[src/rtl/spc_pkg.sv]
package spc_pkg;
  parameter int SPC_DW = 8;
  parameter int SPC_AW = 3;

  localparam logic [SPC_AW-1:0] IDX_DATA = 3'd0;
  localparam logic [SPC_AW-1:0] IDX_ICMD = 3'd1;
  localparam logic [SPC_AW-1:0] IDX_MODE = 3'd2;
  localparam logic [SPC_AW-1:0] IDX_TCMD = 3'd3;
  localparam logic [SPC_AW-1:0] IDX_STAT = 3'd4;
  localparam logic [SPC_AW-1:0] IDX_BSTS = 3'd5;
  localparam logic [SPC_AW-1:0] IDX_ACKN = 3'd7;

  localparam logic [SPC_DW-1:0] ICMD_KEEP = 8'h9F;

  typedef struct packed {
    logic wrOut;
    logic wrIcmd;
    logic wrMode;
    logic wrTcmd;
    logic wrSelMask;
    logic clrFlags;
  } strobe_t;

  typedef struct packed {
    logic arbBusy;
    logic arbLost;
    logic parErr;
    logic busyErr;
    logic irq;
  } flags_t;

  typedef struct packed {
    logic              arbitrate;
    logic              monBusy;
    logic              parCheck;
    logic              parIrq;
    logic              target;
    logic              selDrive;
    logic [SPC_DW-1:0] selMask;
  } cfg_t;

  typedef struct packed {
    logic [SPC_DW-1:0] data;
    logic par;
    logic rst;
    logic bsy;
    logic sel;
    logic atn;
    logic ack;
    logic req;
    logic msg;
    logic cd;
    logic io;
  } busIn_t;

  typedef struct packed {
    logic [SPC_DW-1:0] dataOe;
    logic parOe;
    logic rstOe;
    logic bsyOe;
    logic selOe;
    logic atnOe;
    logic ackOe;
    logic reqOe;
    logic msgOe;
    logic cdOe;
    logic ioOe;
  } busOut_t;
endpackage

[src/rtl/spc_ctrl.sv]
module spc_ctrl
  import spc_pkg::*;
(
  input  logic              clk,
  input  logic              rst,
  input  logic [SPC_AW-1:0] hostAddr,
  input  logic              hostWr,
  input  logic              hostRd,
  input  cfg_t              cfg,
  input  logic [SPC_DW-1:0] busDataIn,
  input  logic              busParIn,
  input  logic              busBsyIn,
  input  logic              busSelIn,
  input  logic              busReqIn,
  input  logic              busAckIn,
  output strobe_t           strobes,
  output flags_t            flags
);
  logic bsyPrev, hsPrev, hsNow;
  logic selHit, busyEvt, parBad, irqSet;

  always_comb begin
    strobes = '0;
    if (hostWr) begin
      case (hostAddr)
        IDX_DATA: strobes.wrOut     = 1'b1;
        IDX_ICMD: strobes.wrIcmd    = 1'b1;
        IDX_MODE: strobes.wrMode    = 1'b1;
        IDX_TCMD: strobes.wrTcmd    = 1'b1;
        IDX_STAT: strobes.wrSelMask = 1'b1;
        default:  ;
      endcase
    end
    strobes.clrFlags = hostRd && (hostAddr == IDX_ACKN);
  end

  assign hsNow   = cfg.target ? busAckIn : busReqIn;
  assign selHit  = !busBsyIn && busSelIn && |(busDataIn & cfg.selMask);
  assign busyEvt = cfg.monBusy && bsyPrev && !busBsyIn;
  assign parBad  = hsNow && !hsPrev && cfg.parCheck && !(^{busDataIn, busParIn});
  assign irqSet  = selHit || busyEvt || (parBad && cfg.parIrq);

  always_ff @(posedge clk) begin
    if (rst) begin
      bsyPrev <= 1'b0;
      hsPrev  <= 1'b0;
      flags   <= '0;
    end else begin
      bsyPrev       <= busBsyIn;
      hsPrev        <= hsNow;
      flags.parErr  <= parBad  || (flags.parErr  && !strobes.clrFlags);
      flags.busyErr <= busyEvt || (flags.busyErr && !strobes.clrFlags);
      flags.irq     <= irqSet  || (flags.irq     && !strobes.clrFlags);
      if (!cfg.arbitrate) begin
        flags.arbBusy <= 1'b0;
        flags.arbLost <= 1'b0;
      end else begin
        if (!busBsyIn && !busSelIn) flags.arbBusy <= 1'b1;
        if (flags.arbBusy && busSelIn && !cfg.selDrive) flags.arbLost <= 1'b1;
      end
    end
  end

  assert_sel_irq_R8: assert property (@(posedge clk) disable iff (rst)
    (!busBsyIn && busSelIn && ((busDataIn & cfg.selMask) != '0)) |=> flags.irq);

  assert_busy_err_R9: assert property (@(posedge clk) disable iff (rst)
    (!$past(rst) && cfg.monBusy && $past(busBsyIn) && !busBsyIn) |=> (flags.busyErr && flags.irq));

  assert_par_gate_R10: assert property (@(posedge clk) disable iff (rst)
    $rose(flags.parErr) |-> $past(cfg.parCheck));

  assert_clear_R11: assert property (@(posedge clk) disable iff (rst)
    (hostRd && hostAddr == IDX_ACKN && (busBsyIn || !busSelIn) && !cfg.monBusy && !cfg.parCheck)
      |=> (!flags.irq && !flags.busyErr && !flags.parErr));

  assert_lost_needs_arb_R7: assert property (@(posedge clk) disable iff (rst)
    flags.arbLost |-> flags.arbBusy);
endmodule

[src/rtl/spc_datapath.sv]
module spc_datapath
  import spc_pkg::*;
(
  input  logic              clk,
  input  logic              rst,
  input  strobe_t           strobes,
  input  flags_t            flags,
  input  logic [SPC_AW-1:0] hostAddr,
  input  logic [SPC_DW-1:0] hostWrData,
  input  busIn_t            busIn,
  output logic [SPC_DW-1:0] hostRdData,
  output cfg_t              cfg,
  output busOut_t           busOut
);
  logic [SPC_DW-1:0] outReg, icmdReg, modeReg, selMaskReg;
  logic [3:0]        tcmdReg;
  logic [2:0]        busPhase;
  logic              phaseMatch, driveData, tgtMode;

  always_ff @(posedge clk) begin
    if (rst) begin
      outReg     <= '0;
      icmdReg    <= '0;
      modeReg    <= '0;
      tcmdReg    <= '0;
      selMaskReg <= '0;
    end else begin
      if (strobes.wrOut)     outReg     <= hostWrData;
      if (strobes.wrIcmd)    icmdReg    <= hostWrData & ICMD_KEEP;
      if (strobes.wrMode)    modeReg    <= hostWrData;
      if (strobes.wrTcmd)    tcmdReg    <= hostWrData[3:0];
      if (strobes.wrSelMask) selMaskReg <= hostWrData;
    end
  end

  assign busPhase   = {busIn.msg, busIn.cd, busIn.io};
  assign phaseMatch = (busPhase == tcmdReg[2:0]);
  assign driveData  = modeReg[0] || (icmdReg[0] && phaseMatch);
  assign tgtMode    = modeReg[6];

  always_comb begin
    busOut.dataOe = driveData ? outReg : '0;
    busOut.parOe  = driveData && !(^outReg);
    busOut.rstOe  = icmdReg[7];
    busOut.bsyOe  = icmdReg[3];
    busOut.selOe  = icmdReg[2];
    busOut.ackOe  = icmdReg[4] && !tgtMode;
    busOut.atnOe  = icmdReg[1] && !tgtMode;
    busOut.reqOe  = tcmdReg[3] && tgtMode;
    busOut.msgOe  = tcmdReg[2] && tgtMode;
    busOut.cdOe   = tcmdReg[1] && tgtMode;
    busOut.ioOe   = tcmdReg[0] && tgtMode;
  end

  always_comb begin
    cfg.arbitrate = modeReg[0];
    cfg.monBusy   = modeReg[2];
    cfg.parIrq    = modeReg[4];
    cfg.parCheck  = modeReg[5];
    cfg.target    = tgtMode;
    cfg.selDrive  = icmdReg[2];
    cfg.selMask   = selMaskReg;
  end

  always_comb begin
    case (hostAddr)
      IDX_DATA: hostRdData = busIn.data;
      IDX_ICMD: hostRdData = {icmdReg[7], flags.arbBusy, flags.arbLost, icmdReg[4:0]};
      IDX_MODE: hostRdData = modeReg;
      IDX_TCMD: hostRdData = {4'b0, tcmdReg};
      IDX_STAT: hostRdData = {busIn.rst, busIn.bsy, busIn.req, busIn.msg,
                              busIn.cd, busIn.io, busIn.sel, busIn.par};
      IDX_BSTS: hostRdData = {2'b00, flags.parErr, flags.irq, phaseMatch,
                              flags.busyErr, busIn.atn, busIn.ack};
      default:  hostRdData = '0;
    endcase
  end

  assert_arb_drive_R3: assert property (@(posedge clk) disable iff (rst)
    modeReg[0] |-> (busOut.dataOe == outReg));

  assert_rst_line_R2: assert property (@(posedge clk) disable iff (rst)
    strobes.wrIcmd |=> (busOut.rstOe == $past(hostWrData[7])));

  assert_phase_bit_R5: assert property (@(posedge clk) disable iff (rst)
    (hostAddr == IDX_BSTS && busPhase == tcmdReg[2:0]) |-> hostRdData[3]);

  assert_released_R12: assert property (@(posedge clk) disable iff (rst)
    $past(rst) |-> (busOut == '0 && !flags.irq));
endmodule

[src/rtl/spc_regs.sv]
module spc_regs
  import spc_pkg::*;
(
  input  logic              clk,
  input  logic              rst,
  input  logic [SPC_AW-1:0] hostAddr,
  input  logic [SPC_DW-1:0] hostWrData,
  input  logic              hostWr,
  input  logic              hostRd,
  output logic [SPC_DW-1:0] hostRdData,
  output logic              irq,
  input  logic [SPC_DW-1:0] busDataIn,
  input  logic              busParIn,
  input  logic              busRstIn,
  input  logic              busBsyIn,
  input  logic              busSelIn,
  input  logic              busAtnIn,
  input  logic              busAckIn,
  input  logic              busReqIn,
  input  logic              busMsgIn,
  input  logic              busCdIn,
  input  logic              busIoIn,
  output logic [SPC_DW-1:0] busDataOe,
  output logic              busParOe,
  output logic              busRstOe,
  output logic              busBsyOe,
  output logic              busSelOe,
  output logic              busAtnOe,
  output logic              busAckOe,
  output logic              busReqOe,
  output logic              busMsgOe,
  output logic              busCdOe,
  output logic              busIoOe
);
  strobe_t strobes;
  flags_t  flags;
  cfg_t    cfg;
  busIn_t  busIn;
  busOut_t busOut;

  assign busIn = '{data: busDataIn, par: busParIn, rst: busRstIn, bsy: busBsyIn,
                   sel: busSelIn, atn: busAtnIn, ack: busAckIn, req: busReqIn,
                   msg: busMsgIn, cd: busCdIn, io: busIoIn};

  spc_ctrl uCtrl (
    .clk(clk), .rst(rst), .hostAddr(hostAddr), .hostWr(hostWr), .hostRd(hostRd),
    .cfg(cfg), .busDataIn(busDataIn), .busParIn(busParIn), .busBsyIn(busBsyIn),
    .busSelIn(busSelIn), .busReqIn(busReqIn), .busAckIn(busAckIn),
    .strobes(strobes), .flags(flags)
  );

  spc_datapath uPath (
    .clk(clk), .rst(rst), .strobes(strobes), .flags(flags), .hostAddr(hostAddr),
    .hostWrData(hostWrData), .busIn(busIn), .hostRdData(hostRdData),
    .cfg(cfg), .busOut(busOut)
  );

  assign irq       = flags.irq;
  assign busDataOe = busOut.dataOe;
  assign busParOe  = busOut.parOe;
  assign busRstOe  = busOut.rstOe;
  assign busBsyOe  = busOut.bsyOe;
  assign busSelOe  = busOut.selOe;
  assign busAtnOe  = busOut.atnOe;
  assign busAckOe  = busOut.ackOe;
  assign busReqOe  = busOut.reqOe;
  assign busMsgOe  = busOut.msgOe;
  assign busCdOe   = busOut.cdOe;
  assign busIoOe   = busOut.ioOe;
endmodule

[config.mk]
export PLATFORM = sky130hd
export DESIGN_NAME = spc_regs
export DESIGN_NICKNAME = d
export VERILOG_FILES = /design/src/rtl/spc_pkg.sv /design/src/rtl/spc_ctrl.sv /design/src/rtl/spc_datapath.sv /design/src/rtl/spc_regs.sv
export SDC_FILE = /design/constraint.sdc
export NUM_CORES = 1
export LEC_CHECK = 0
export BUFFER_PORTS_ARGS = -buffer_cell sky130_fd_sc_hd__buf_2
export CAP_MARGIN = 30
export CORE_MARGIN = 2
export CORE_UTILIZATION = 49
export DETAILED_ROUTE_END_ITERATION = 8
export GPL_TIMING_DRIVEN = 0
export PLACE_DENSITY = 0.85
export SKIP_CTS_REPAIR_TIMING = 1
export SLEW_MARGIN = 20
export SYNTH_ARGS = -nofsm -noshare
export SYNTH_HDL_FRONTEND = slang
export SYNTH_HIERARCHICAL = 1
export SYNTH_SLANG_ARGS = --single-unit
[constraint.sdc]
create_clock -name clk -period 3.7 [get_ports clk]
set_clock_uncertainty 0.05 [all_clocks]
set_input_delay 0.74 -clock clk [delete_from_list [all_inputs] [get_ports clk]]
set_output_delay 0.74 -clock clk [all_outputs]
set_load 0.01 [all_outputs]
* After elaboration in Yosys (flattened, before gate mapping) *
Index checks and enable logic that the tools add are counted.

word-level totals
  register bits = 41
  bits of input ports = 33
  output and inout port bits = 27
  logic and storage cells = 72

cells by class
  eq/ne operators = 7
  muxes and demuxes = 9
  bitwise operators = 2
  reductions and logical operators = 42

operators by type and width
  operator                                                                count
  8-bit case mux with 6 select lines                                      1
  1-bit logical AND                                                       23
  3-bit equality test (second input constant)                             3
  9-bit XOR reduction                                                     1
  8-bit AND                                                               1
  1-bit logical NOT                                                       8
  8-bit two-way mux                                                       1
  8-bit OR reduction                                                      1
  8-bit XOR reduction                                                     1
  3-bit by 2-bit equality test with 1-bit output (second input constant)  2
  1-bit logical OR                                                        6
  1-bit two-way mux                                                       6
  5-bit two-way mux                                                       1
  3-bit by 1-bit equality test with 1-bit output (second input constant)  1
  3-bit equality test                                                     1
  3-bit logical NOT                                                       1
  2-bit OR reduction                                                      1
  1-bit inverter                                                          1

* Longest topological paths before layout *
  depth after elaboration = 7
  gate-level depth with buffers = 6
  depth with buffers taken out = 5

* By module *
The synthesis kept the hierarchy.

modules (own cells, without submodules)
  module        times used  cells an instance  area an instance (µm²)  sequential area each (µm²)
  spc_datapath  1           203                1828.0                  680.7
  spc_ctrl      1           50                 427.9                   140.1

* Worst setup path before layout *
Ideal clock, no wire load.

  path kind = input port to output port
  start = input port hostAddr[2]
  end = output port hostRdData[2]
  arrival = 1.604 ns
  slack = 1.306 ns
  stages = 3
  path through = buf_6 > mux4_2 > mux2_2

between the ends
  cells in the longest elaborated chain, start to end = 2

RTL lines
  what                                         RTL line            source
  from (decl)                                  spc_regs.sv:6       input logic [SPC_AW-1:0] hostAddr,
  3-bit equality test (tied with other cells)  spc_datapath.sv:66  case (hostAddr)
  8-bit case mux with 6 select lines *         spc_datapath.sv:66
  to (decl)                                    spc_regs.sv:10      output logic [SPC_DW-1:0] hostRdData,

Mark *: on every way between the ends. The rest lies on a longest branch, timed or not.

* Worst setup path after layout *
  start = input port hostAddr[0]
  end = output port hostRdData[3]

The elaborated chain is that of the path after synthesis.

==> results by group <==
Timing
  – Setup TNS: 0 ps
  – Slew Limit Fails: 0
  – Setup violations, final: 0
  – Final hold viol count: 0
  – Final period util: 0.769
  – Worst-Margin Slew: 593 ps
  – Rel. slew slack: 0.605
  – Period minus WS final: 2840 ps
  – Fmax: approximately 350 MHz
  – Unrepaired setup endpoints after global routing: no

Die
  – Die Y: 71.8 µm
  – Initial core utilization: 0.514
  – Core footprint: 4380 µm²
  – Row cnt: 24
  – DIE WIDTH: about 70 µm
  – Die ar.: 5150 µm²
  – I/O pins: 60

Global route
  – Largest net degree at the start of global routing: 13
  – First-pass GRT wire length: about 9300 µm
  – Global Route Usage Sum: 0.232
  – Initial antenna violation count: 0
  – Gr ovfl total: 0
  – Via count of the first global-routing pass: between 1,500 and 2,000

Worst setup path
  – Critical Setup Path Class: in -> out
  – Worst Setup End Kind: primary output
  – Worst setup SP type: input pin
  – CP arrival: between 2000 and 2500 ps
  – Worst Path Required: around 2900 ps
  – CP max FO: 10

Power and ir drop
  – Power density cells: approximately 360 nW/µm²
  – Maximum vdd drop: 0.246 mV
  – Leakage: 1.15 nW

Clock tree
  – Max Buffers Root-to-Sink: 2
  – CTS tree: built
  – Clk Latency, worst-skew pair: about 290 ps
  – # clock sinks: about 40
  – H-tree lvl count: 2
  – CTS root buf: clkbuf_8
  – Clock transition at path regs: around 80 ps
  – CTS Buf Count: 5

Placed design
  – GP Congestion: 0.872
  – HPWL after detailed placement: between 4000 and 5000 µm
  – Cells after DPL: 363
  – Port bufs: 59

Final layout
  – Layout Nets: approximately 350
  – Fillers: between 300 and 400
  – Inserted Diodes: 0
  – Fin cells: 371
  – Final core utilization: 0.622
  – Synth-to-layout area growth: 21.2%
  – Share of layout cells above drive strength 1: 0.282

Synth
  – Mapped Nets: 285
  – Yosys warnings: 6
  – Syn Area/Cell: between 8 and 9 µm²
  – Post-Syn Instances: ~250
  – Mapped Area: around 2300 µm²

Run
  – Number of max-cap violations: 0

Route
  – Vias/cell: about 5.5
  – Post-route DRC: 0
  – Drt total wl: about 5800 µm
  – Routed Antenna Nets: 0
  – Wirelength per Cell: around 16 µm
  – Vias: between 2,000 and 2,500
  – DRT Pass-1 Iters: 4
  – Iteration-0 DRC Markers: between 100 and 150

Run status
  – Status: finished clean

Min path
  – HP Class: reg -> reg
-- routing by layer --
metal / vias to the layer above / wire (µm) / track usage
li1: 983 / - / -
met1: 957 / 2460 / 0.302
met2: 79 / 2770 / 0.387
met3: 8 / 450 / 0.0549
met4: 0 / 77 / 0.0650
met5: - / 0 / 0
-- registers in the layout (all words and copies together), names as in the netlist --
register          count
uPath/modeReg         8
uPath/outReg          8
uPath/selMaskReg      8
uPath/icmdReg         6
uCtrl/flags           5
uPath/tcmdReg         4
uCtrl/bsyPrev         1
uCtrl/hsPrev          1
-- path summary, 6_finish.rpt --
path | startpoint | to | slack [ps] | cells past startpoint
setup / recovery | hostAddr[0] | hostRdData[3] | 860 | 6
hold / removal | uCtrl/flags[1] | uCtrl/flags[1] | 420 | 2
setup reg to reg | uPath/modeReg[6] | uCtrl/flags[0] | 2340 | 5
hold reg to reg | uCtrl/flags[1] | uCtrl/flags[1] | 420 | 2
-- final cells by class --
cell class | count | area, µm² | share of cell area
Timing Repair Buffer | 59 | 295 | 0.108
Tap cell | 52 | 65.1 | 0.0238
Inverter | 2 | 7.51 | 0.00275
Clock inverter | 1 | 30.0 | 0.0110
Multi-Input combinational cell | 185 | 1280 | 0.470
Buffer | 24 | 143 | 0.0523
Clock buffer | 7 | 86.3 | 0.0316
Sequential cell | 41 | 821 | 0.301
-- stage by stage --
step	total power [mW]	hold WS (ps)	area, µm²	setup slack [ps]
after floorplan	0.556	377	2250	1310
after global placement	0.612	396	2610	887
after detailed placement	0.614	404	2610	892
after CTS	0.980	415	2730	888
after global routing	1.01	437	2730	807
final	0.979	422	2730	856
-- report_power, final --
group,switching (mW),total [mW],internal [mW]
clock network,0.153,0.373,0.220
registers,0.00770,0.458,0.451
logic,0.0796,0.148,0.0683
total,0.240,0.979,0.739
-- critical path, cell delays in order --
cell     delay, ps
buf_2          140
buf_2          270
mux2_2         370
o31ai_1        290
a31oi_1         70
buf_2          170
-- cell usage in the layout (no fill, tap or decap) --
cell type	n
and3_1	1
nor2b_1	16
o22ai_1	2
nand3b_1	4
buf_2	64
buf_6	1
xnor3_1	1
o21ai_0	4
nor3b_1	3
mux2_2	4
a22oi_1	8
a41o_1	1
a211o_1	1
xor2_1	5
mux4_2	1
nor3_1	2
and2_1	4
nand3_1	1
a31oi_1	2
nand2b_1	2
clkbuf_1	8
dfxtp_1	41
nor2_1	47
mux2i_1	42
o31ai_1	2
inv_1	2
clkbuf_8	6
a21oi_1	7
nand4_1	1
clkbuf_2	1
bufinv_16	1
nand2_1	10
xnor2_1	11
buf_4	10
a21oi_2	1
a211oi_1	1
a31o_2	1
(Power assumes the default switching activity.)
